--- src/rtl/carrier_pkg.sv ---
package carrier_pkg;
  localparam int unsigned MODE_W = 3;
  localparam int unsigned BASE_W = 4;

  typedef logic [MODE_W-1:0] mode_t;

  typedef struct packed {
    logic [BASE_W-1:0] period;
    logic [BASE_W-1:0] high;
    logic              is_static;
  } shape_t;

  function automatic shape_t base_shape(mode_t m);
    shape_t s;
    s.is_static = 1'b0;
    unique case (m)
      3'd0:    begin s.period = 4'd12; s.high = 4'd4; end
      3'd1:    begin s.period = 4'd8;  s.high = 4'd4; end
      3'd2:    begin s.period = 4'd8;  s.high = 4'd2; end
      3'd3:    begin s.period = 4'd11; s.high = 4'd4; end
      3'd4:    begin s.period = 4'd12; s.high = 4'd3; end
      default: begin s.period = 4'd1;  s.high = 4'd1; s.is_static = 1'b1; end
    endcase
    return s;
  endfunction
endpackage

--- src/rtl/carrier_mode_reg.sv ---
module carrier_mode_reg
  import carrier_pkg::*;
(
  input  logic  clk_i,
  input  logic  rst_ni,
  input  logic  we_i,
  input  mode_t wdata_i,
  input  logic  boundary_i,
  input  logic  slow_i,
  output mode_t mode_o,
  output logic  slow_o
);
  mode_t pend_q, act_q, pend_d;
  logic  slow_q;

  assign pend_d = we_i ? wdata_i : pend_q;

  always_ff @(posedge clk_i or negedge rst_ni) begin
    if (!rst_ni) begin
      pend_q <= '0;
      act_q  <= '0;
      slow_q <= 1'b0;
    end else begin
      pend_q <= pend_d;
      if (boundary_i) begin
        act_q  <= pend_d;
        slow_q <= slow_i;
      end
    end
  end

  assign mode_o = act_q;
  assign slow_o = slow_q;
endmodule

--- src/rtl/carrier_shape_lut.sv ---
module carrier_shape_lut
  import carrier_pkg::*;
#(
  parameter int unsigned SCALE_SHIFT = 3,
  localparam int unsigned CNT_W      = BASE_W + SCALE_SHIFT
) (
  input  mode_t            mode_i,
  input  logic             slow_i,
  output logic [CNT_W-1:0] period_o,
  output logic [CNT_W-1:0] high_o,
  output logic             is_static_o
);
  shape_t base;
  logic [CNT_W-1:0] p_ext, h_ext;

  always_comb begin
    base  = base_shape(mode_i);
    p_ext = CNT_W'(base.period);
    h_ext = CNT_W'(base.high);
  end

  generate
    if (SCALE_SHIFT == 0) begin : g_noscale
      assign period_o = p_ext;
      assign high_o   = h_ext;
    end else begin : g_scale
      assign period_o = slow_i ? (p_ext << SCALE_SHIFT) : p_ext;
      assign high_o   = slow_i ? (h_ext << SCALE_SHIFT) : h_ext;
    end
  endgenerate

  assign is_static_o = base.is_static;
endmodule

--- src/rtl/carrier_phase_cnt.sv ---
module carrier_phase_cnt #(
  parameter int unsigned CNT_W = 7
) (
  input  logic             clk_i,
  input  logic             rst_ni,
  input  logic             run_i,
  input  logic [CNT_W-1:0] period_i,
  output logic [CNT_W-1:0] cnt_o,
  output logic             last_o
);
  logic [CNT_W-1:0] cnt_q;

  assign last_o = run_i && (cnt_q == period_i - CNT_W'(1));

  always_ff @(posedge clk_i or negedge rst_ni) begin
    if (!rst_ni)     cnt_q <= '0;
    else if (!run_i) cnt_q <= '0;
    else if (last_o) cnt_q <= '0;
    else             cnt_q <= cnt_q + CNT_W'(1);
  end

  assign cnt_o = cnt_q;
endmodule

--- src/rtl/carrier_gen.sv ---
module carrier_gen
  import carrier_pkg::*;
#(
  parameter int unsigned SCALE_SHIFT = 3
) (
  input  logic        clk_i,
  input  logic        rst_ni,
  input  logic        mode_we_i,
  input  logic [2:0]  mode_wdata_i,
  input  logic        gate_i,
  input  logic        slow_i,
  output logic        carrier_o
);
  localparam int unsigned CNT_W = BASE_W + SCALE_SHIFT;

  mode_t            mode_act;
  logic             slow_act;
  logic [CNT_W-1:0] period, high, cnt;
  logic             is_static, at_last, boundary, run, out_q;

  assign run      = gate_i && !is_static;
  assign boundary = !gate_i || is_static || at_last;

  carrier_mode_reg u_mode (
    .clk_i      (clk_i),
    .rst_ni     (rst_ni),
    .we_i       (mode_we_i),
    .wdata_i    (mode_wdata_i),
    .boundary_i (boundary),
    .slow_i     (slow_i),
    .mode_o     (mode_act),
    .slow_o     (slow_act)
  );

  carrier_shape_lut #(.SCALE_SHIFT(SCALE_SHIFT)) u_lut (
    .mode_i      (mode_act),
    .slow_i      (slow_act),
    .period_o    (period),
    .high_o      (high),
    .is_static_o (is_static)
  );

  carrier_phase_cnt #(.CNT_W(CNT_W)) u_cnt (
    .clk_i    (clk_i),
    .rst_ni   (rst_ni),
    .run_i    (run),
    .period_i (period),
    .cnt_o    (cnt),
    .last_o   (at_last)
  );

  // high phase first, static modes mirror the gate
  always_ff @(posedge clk_i or negedge rst_ni) begin
    if (!rst_ni) out_q <= 1'b0;
    else         out_q <= gate_i && (is_static || (cnt < high));
  end

  assign carrier_o = out_q;
endmodule

--- config.mk ---
export PLATFORM = sky130hd
export DESIGN_NAME = carrier_gen
export DESIGN_NICKNAME = d
export VERILOG_FILES = /design/src/rtl/carrier_pkg.sv /design/src/rtl/carrier_mode_reg.sv /design/src/rtl/carrier_shape_lut.sv /design/src/rtl/carrier_phase_cnt.sv /design/src/rtl/carrier_gen.sv
export SDC_FILE = /design/constraint.sdc
export NUM_CORES = 1
export LEC_CHECK = 0
export BUFFER_PORTS_ARGS = -buffer_cell sky130_fd_sc_hd__buf_2
export CORE_MARGIN = 4
export CORE_UTILIZATION = 40
export CTS_CLUSTER_DIAMETER = 40
export DETAILED_ROUTE_END_ITERATION = 7
export HOLD_SLACK_MARGIN = 0.02
export PLACE_DENSITY_LB_ADDON = 0.1
export SYNTH_ARGS = -nofsm -noshare
export SYNTH_HDL_FRONTEND = slang
export SYNTH_SLANG_ARGS = --single-unit
--- constraint.sdc ---
create_clock -name clk_i -period 3.2 [get_ports clk_i]
set_input_delay 0.32 -clock clk_i [delete_from_list [all_inputs] [get_ports clk_i]]
set_output_delay 0.32 -clock clk_i [all_outputs]
set_load 0.1 [all_outputs]
# Yosys cells after proc, flatten, opt, wreduce, memory -nomap -nowiden
# Cells that the tools add are included.
dict set report classes {
  addsub 2
  n_reduce_logical 9
  eq_ne 5
  muxes 7
  n_lt_le_gt_ge 1
}
# op count
set ops {}
lappend ops {{case mux 8 bit (5 select lines)} 1}
lappend ops {{2-to-1 mux 7 bit} 4}
lappend ops {{adder 7 x 1 -> 7 bit (second input constant)} 1}
lappend ops {{equality test 7 bit} 1}
lappend ops {{< comparator 7 bit} 1}
lappend ops {{subtractor 7 x 1 -> 7 bit (second input constant)} 1}
lappend ops {{equality test 3 x 2 -> 1 bit (second input constant)} 2}
lappend ops {{OR reduction 5 bit} 1}
lappend ops {{equality test 3 x 1 -> 1 bit (second input constant)} 1}
lappend ops {{equality test 3 bit (second input constant)} 1}
lappend ops {{logical AND 1 bit} 3}
lappend ops {{logical NOT 3 bit} 1}
lappend ops {{logical OR 1 bit} 3}
lappend ops {{2-to-1 mux 3 bit} 1}
lappend ops {{logical NOT 1 bit} 1}
lappend ops {{2-to-1 mux 1 bit} 1}
dict set report totals {
  in_bits 8
  out_inout_bits 1
  reg_bits 15
  elab_cells 29
}

# Logic depth before layout (Yosys ltp)
# Gate-level depths: netlist of run 1.
dict set report logic_depth {
  depth_word 8
  mapped_depth 11
  depth_no_buf 10
}

# Cells and area by module
# Synthesis of run 1 repeated with hierarchy kept, for this count alone.
dict set report unflattened {
  cells_unflattened 123
  area_unflattened_um2 1187.4
}
# mod cells_each n_inst area_each_um2 seq_area_each_um2
set by_module_without_submodules {}
lappend by_module_without_submodules {carrier_phase_cnt 58 1 551.8 175.2}
lappend by_module_without_submodules {carrier_mode_reg 14 1 265.3 175.2}
lappend by_module_without_submodules {carrier_gen 25 1 195.2 25.0}
lappend by_module_without_submodules {carrier_shape_lut 26 1 175.2 0.0}

# Worst setup path after synthesis of run 1
# Ideal clock, no wire load.
dict set report synth_path {
  kind {reg-to-reg}
  start {reg u_mode.act_q[2] (netlist: u_mode.mode_o[2])}
  end {reg u_mode.act_q[1] (netlist: u_mode.mode_o[1])}
  setup_time_ns 0.127
  required_ns 3.073
  synth_period_minus_slack_ns 2.571
  n_path_buf 2
  slack_ns 0.629
  stages_incl_launch_ff 12
  arrival_time_ns 2.443
  cell_sequence {dfrtp_1 buf_4 nor3_1 inv_1 ha_1 xnor2_1 nor2_1 a311oi_1 o22ai_1 o311ai_2 buf_6 mux2_1}
}
dict set report synth_via {
  elab_chain_len 7
  word_cells_on_any_way 15
  cone_classes {add/sub (1); eq/ne (5); mux (3); reduce/logical (6)}
}
# element line
set synth_rtl {}
lappend synth_rtl {{from (decl)} carrier_mode_reg.sv:13} ;# mode_t pend_q, act_q, pend_d;
lappend synth_rtl {{from (signal assigned)} carrier_mode_reg.sv:26} ;# act_q <= pend_d;
lappend synth_rtl {{equality test 3 bit (tied with other cells)} carrier_pkg.sv:16} ;# unique case (m)
lappend synth_rtl {{case mux 8 bit (5 select lines)} carrier_pkg.sv:16}
lappend synth_rtl {{2-to-1 mux 7 bit} carrier_shape_lut.sv:27} ;# assign period_o = slow_i ? (p_ext << SCALE_SHIFT) : p_ext;
lappend synth_rtl {{subtractor 7 x 1 -> 7 bit} carrier_phase_cnt.sv:13} ;# assign last_o = run_i && (cnt_q == period_i - CNT_W'(1));
lappend synth_rtl {{equality test 7 bit} carrier_phase_cnt.sv:13}
lappend synth_rtl {{logical AND 1 bit} carrier_phase_cnt.sv:13}
lappend synth_rtl {{logical OR 1 bit (*)} carrier_gen.sv:22} ;# assign boundary = !gate_i || is_static || at_last;
# Every way passes the cells marked *; elsewhere a longest branch is shown, timed or not.
# A chain may end at the register's enable or synchronous reset.

# Final worst setup path of run 1
dict set report layout_path {
  start {reg u_mode.act_q[0] (netlist: u_mode.mode_o[0])}
  end {reg u_mode.act_q[0] (netlist: u_mode.mode_o[0])}
}
# The elaborated chain is that of the path after synthesis.

==> flow_summary.toml, run 1 <==
[cts]
clock-root-buffer = "clkbuf_4"
postCtsSetupRepairBufs = 0
cts_resized = 0
clockBufferDepth = 2
cts_sinks = 15
clkTransAtPathRegs_ps = 90
clock_latency_ps = 280
cts_made_buffers = 3
cts_max_level = 1
cts_tree = "yes"

[synth]
ys.warnings.count = 0
ys_types = 32
ys_seq_area_share_pct = 37.3
ys_async_sr_fraction_pct = 100
synth_ff_type = "dfrtp_1"
yosys_register_bits = 15
syn_area_um2 = 1010
synth_area_leaders = "dfrtp_1, ha_1, xnor2_1"
syn_inst = 106
synth.top_cell.area_share_pct = 37.3
yosysTopAreaCell = "dfrtp_1"
avgSynthCellArea_um2 = 9.50
synth_edf_count = 0
synth_fp_nets = 121

[global_route]
grt_util_met2_pct = 19.7
top_usage_layer = "met2"
grt_first_pass_wirelength_um = 3390
use_met1_pct = 18.6
overflow = 0
grt_max_degree = 16
grt_util_all_layers_pct = 13.3
grt_util_met3_pct = 2.67
grt_pass1_vias = 721
antenna_found_initial = 0

[sta]
rsz0062_at_grt = "no"
setup_viol = 0
final-hold-violation-count = 0
max_slew_margin_pct = 67.7
maxSlewViolCount = 0
worst_slew_pin_slew_ps = 489
setup_ws_ps = 319
min_period_ps = 2880
finalCritPeriodShare_pct = 90.0
timing.fmax_ghz = 0.347
final.setup_skew_ps = 1.91
final.setup.tns_ps = 0

[pwr]
p_int_mw = 0.373
finalPower_mw = 0.624
sequentialPowerShare_pct = 40.7
ir_drop_mv = 0.369
switching_share_pct = 40.2
p_clk_share_pct = 17.3
power_switching_mw = 0.251
pwr-share-comb_pct = 42.1
power_density_nw_per_um2 = 569
p_leak_nw = 0.508

[worst_setup_path]
cp_slowest_stage_delay_ps = 560
start_kind = "register"
worstRegToRegCells = 10
arrival_ps = 3050
path_depth = 10
critPathKind = "reg2reg"
cp_max_fo = 13
critPathCaptureType = "register"
worstPathCellList = "nand2_1, nor3_1, inv_1, ha_1, xnor2_1, nor2_1, a311oi_1, o22ai_1, o311ai_2, mux2_2"
required_ps = 3370
crit_buf_inv = 1
critPathSlowestCell = "dfrtp_1"
crit_family = "compound AO/OA/AOI/OAI gates"

[detailed_routing]
firstDrtPassIters = 4
via_count = 734
antenna_left = 0
drc_errors = 0
dr.first_iter.drc_count = 24
viasPerCell = 5.06
wirelength_um = 1880
wl_per_cell_um = 13.0

[final_layout]
num_antenna_cells = 0
final-instance-count-excl-fill = 145
layout_common_cells = "dfrtp_1, nor2_1, nand2_1"
areaGrowthSynthToFinish_pct = 8.82
nNetsFinal = 133
drive_gt1_share_pct = 17.9
final_core_util_pct = 47.7
mostFrequentLayoutCell = "dfrtp_1"

[place]
dp_hpwl_um = 1490
dpl_worst_slack_ps = 325
dp.cells = 140
io_buffers = 8
gp_congestion = 0.755

[floorplanning]
ios = 9
die_h_um = 58.2
floorplan.initialDensity_pct = 43.8
dieArea_um2 = 3380
die_w_um = 58.2
coreArea_um2 = 2300
rows = 17

[run_status]
run_status = "completed"

[hold_path]
hold_path.class = "in2reg"
hold-path-cell-count = 2

[run]
max-cap-violations = 0
[per-layer routing]
layer | vias to the layer above | routed length, um
met1 | 342 | 983
met3 | 2 | 21
met4 | 0 | 23
met2 | 1 | 854
li1 | 389 | -
met5 | - | 0
[area by class of cell]
class | instances | area (um2)
multi-input cells | 82 | 571
well taps | 28 | 35.0
clock buffers | 3 | 22.5
fillers | 230 | 1200
clock inverters | 1 | 5.00
repair buffers | 12 | 72.6
inverters | 4 | 15.0
flip-flops and latches | 15 | 375
[synthesized netlist by cell type (3+ instances only)]
library cell / n
inv_1: 4
o21ai_0: 4
nand3_1: 4
xnor2_1: 6
nand2_1: 10
mux2_2: 3
dfrtp_1: 15
buf_6: 3
nand2b_1: 3
ha_1: 7
xor2_1: 5
a21oi_1: 4
or3_1: 3
nor2_1: 13
[stage by stage]
step                      hold slack (ps)  cell area [um2]
final                                 277             1100
after global routing                  256             1100
after CTS                             265             1100
after floorplan                      24.4             1010
after global placement                236             1060
after detailed placement              242             1060
[final timing paths]
kind	end	from	slack (ps)
max in group asynchronous	u_mode.slow_o	rst_ni	2490
worst min-delay path	u_mode.mode_o[2]	gate_i	280
worst min register to register	u_mode.pend_q[2]	u_mode.pend_q[2]	510
min in group asynchronous	u_cnt.cnt_o[5]	rst_ni	460
worst max-delay path	u_mode.mode_o[0]	u_mode.mode_o[0]	320
worst max register to register	u_mode.mode_o[0]	u_mode.mode_o[0]	320
[power groups by stage]
| stage | Clock (mW) | Combinational [mW] | Sequential [mW] |
|---|---|---|---|
| after CTS | 0.114 | 0.265 | 0.254 |
| after floorplan | 0 | 0.215 | 0.262 |
| after detailed placement | 0 | 0.262 | 0.259 |
| after global routing | 0.123 | 0.298 | 0.259 |
| after global placement | 0 | 0.264 | 0.258 |
| final | 0.108 | 0.262 | 0.253 |
[cells by family after synthesis]
logic type	count (synthesis)	share of synthesized area, %
simple gates	39	18.9
xor+xnor	11	9.56
mux	6	6.58
flops	15	37.3
compound gates	19	12.9
buf+inv	9	6.09
fa+ha+maj	7	8.70
[what timing repair did]
action | 4_1_cts | 5_1_grt
hold buffers | 1 | 0
endpoints found under the setup margin | 0 | 0
hold endpoints to repair | 15 | 0
[state kept, by name, indices dropped and copies added, names as in the netlist]
signal	flops
u_cnt.cnt_o	7
carrier_o	1
u_mode.mode_o	3
u_mode.pend_q	3
u_mode.slow_o	1
No activity file was read; power rests on OpenSTA's default activity.
==> inputs of run 2 (changes only) <==
--- a/config.mk
+++ b/config.mk
@@ -11,7 +11,7 @@
 export CTS_CLUSTER_DIAMETER = 40
 export DETAILED_ROUTE_END_ITERATION = 7
 export HOLD_SLACK_MARGIN = 0.02
-export PLACE_DENSITY_LB_ADDON = 0.1
+export PLACE_DENSITY_LB_ADDON = 0.15
 export SYNTH_ARGS = -nofsm -noshare
 export SYNTH_HDL_FRONTEND = slang
 export SYNTH_SLANG_ARGS = --single-unit
==> flow_summary.toml, run 2 (synthesis results as in run 1) <==
[sta]
final.setup.tns_ps = 0
final-hold-violation-count = 0
worst_slew_pin_slew_ps = 486
rsz0062_at_grt = "no"
maxSlewViolCount = 0
timing.fmax_ghz = 0.350
setup_ws_ps = 345
setup_viol = 0
final.setup_skew_ps = 5.17
min_period_ps = 2850
hold_ws_ps = 263
finalCritPeriodShare_pct = 89.2
max_slew_margin_pct = 67.9

[worst_setup_path]
startpoint = "u_mode.mode_o[0]"
crit_buf_inv = 1
arrival_ps = 3030
worstPathCellList = "nand2_1, nor3_2, inv_1, ha_1, xnor2_1, nor2_1, a311oi_1, o22ai_1, o311ai_4, mux2_2"
start_kind = "register"
critPathSlowestCell = "dfrtp_1"
required_ps = 3380
reg2reg_from = "u_mode.mode_o[0]"
critPathCaptureType = "register"
cp_max_fo = 10
crit_family = "compound AO/OA/AOI/OAI gates"
cp_slowest_stage_delay_ps = 510
critPathKind = "reg2reg"

[hold_path]
hp-start = "slow_i"
hold_path.class = "in2reg"

[run]
max-cap-violations = 0

[floorplanning]
floorplan.initialDensity_pct = 43.8
coreArea_um2 = 2300
rows = 17
ios = 9
dieArea_um2 = 3380
die_w_um = 58.2
die_h_um = 58.2

[global_route]
overflow = 0
antenna_found_initial = 0
grt_max_degree = 16
grt_util_all_layers_pct = 14.2
grt_pass1_vias = 810
grt_first_pass_wirelength_um = 3700

[detailed_routing]
via_count = 790
dr.first_iter.drc_count = 27
viasPerCell = 5.41
drc_errors = 0
firstDrtPassIters = 4
wl_per_cell_um = 14.5
antenna_left = 0
wirelength_um = 2110

[place]
gp_congestion = 0.890
io_buffers = 8
dp_hpwl_um = 1620
dpl_worst_slack_ps = 231

[final_layout]
register_area_um2 = 375
multi_input_area_um2 = 586
fillers = 243
layout_common_cells = "dfrtp_1, nor2_1, nand2_1"
num_antenna_cells = 0
drive_gt1_share_pct = 19.5
nNetsFinal = 134
areaGrowthSynthToFinish_pct = 11.1
mostFrequentLayoutCell = "dfrtp_1"
largest_reg_flops = 7
final_core_util_pct = 48.7

[cts]
cts_max_level = 1
clock-root-buffer = "clkbuf_4"
cts_made_buffers = 3
cts_tree = "yes"
postCtsSetupRepairBufs = 0
clockBufferDepth = 2
clock_latency_ps = 280
clkTransAtPathRegs_ps = 90
cts_sinks = 15

[pwr]
p_leak_nw = 0.517
finalPower_mw = 0.645
ir_drop_mv = 0.340
power_density_nw_per_um2 = 576

[run_status]
run_status = "completed"
[run 2: changes by cell type in the layout (fill, tap and decap cells not counted), sizes merged]
cell and change:
buf +1
[run 2: worst paths after layout]
check | end | slack (ps) | depth (start not counted)
setup / recovery | u_mode.mode_o[0] | 350 | 10
hold / removal | u_mode.slow_o | 260 | 2
setup reg to reg | u_mode.mode_o[0] | 350 | 10
hold reg to reg | u_mode.pend_q[1] | 510 | 1
max in group asynchronous | u_cnt.cnt_o[2] | 2500 | 2
min in group asynchronous | u_mode.pend_q[0] | 460 | 2
[run 2: cell type report]
cell class / instances / area share, %
Clock buffer: 3 / 2.01
Clock inverter: 1 / 0.447
Inverter: 4 / 1.34
Multi-Input combinational cell: 82 / 52.3
Sequential cell: 15 / 33.6
Tap cell: 28 / 3.13
Timing Repair Buffer: 13 / 7.16
[run 2: routing by layer]
layer	vias up	share of wire, %	global-route usage (%)
met5	-	0	0
met3	6	1.3	1.34
met2	9	48	21.8
met4	0	2.6	7.95
li1	389	-	-
met1	386	48	19.6
[run 2: report_power, final]
part           internal [mW]  switching [mW]  leakage, nW
clock                 0.0464          0.0582       0.0177
combinational          0.119           0.164        0.309
sequential             0.214          0.0425        0.190
total                  0.380           0.265        0.517
[run 2: stage by stage]
step / area [um2] / std cells
after global placement: 1070 / 141
after CTS: 1100 / 146
after floorplan: 1010 / 106
after global routing: 1120 / 146
after detailed placement: 1070 / 141
final: 1120 / 146
[run 2: what timing repair did]
action / in CTS / in global routing
endpoints found under the hold margin: 15 / 0
endpoints found under the setup margin: 0 / 10
gates resized for setup: 0 / 2
hold buffers: 1 / 0
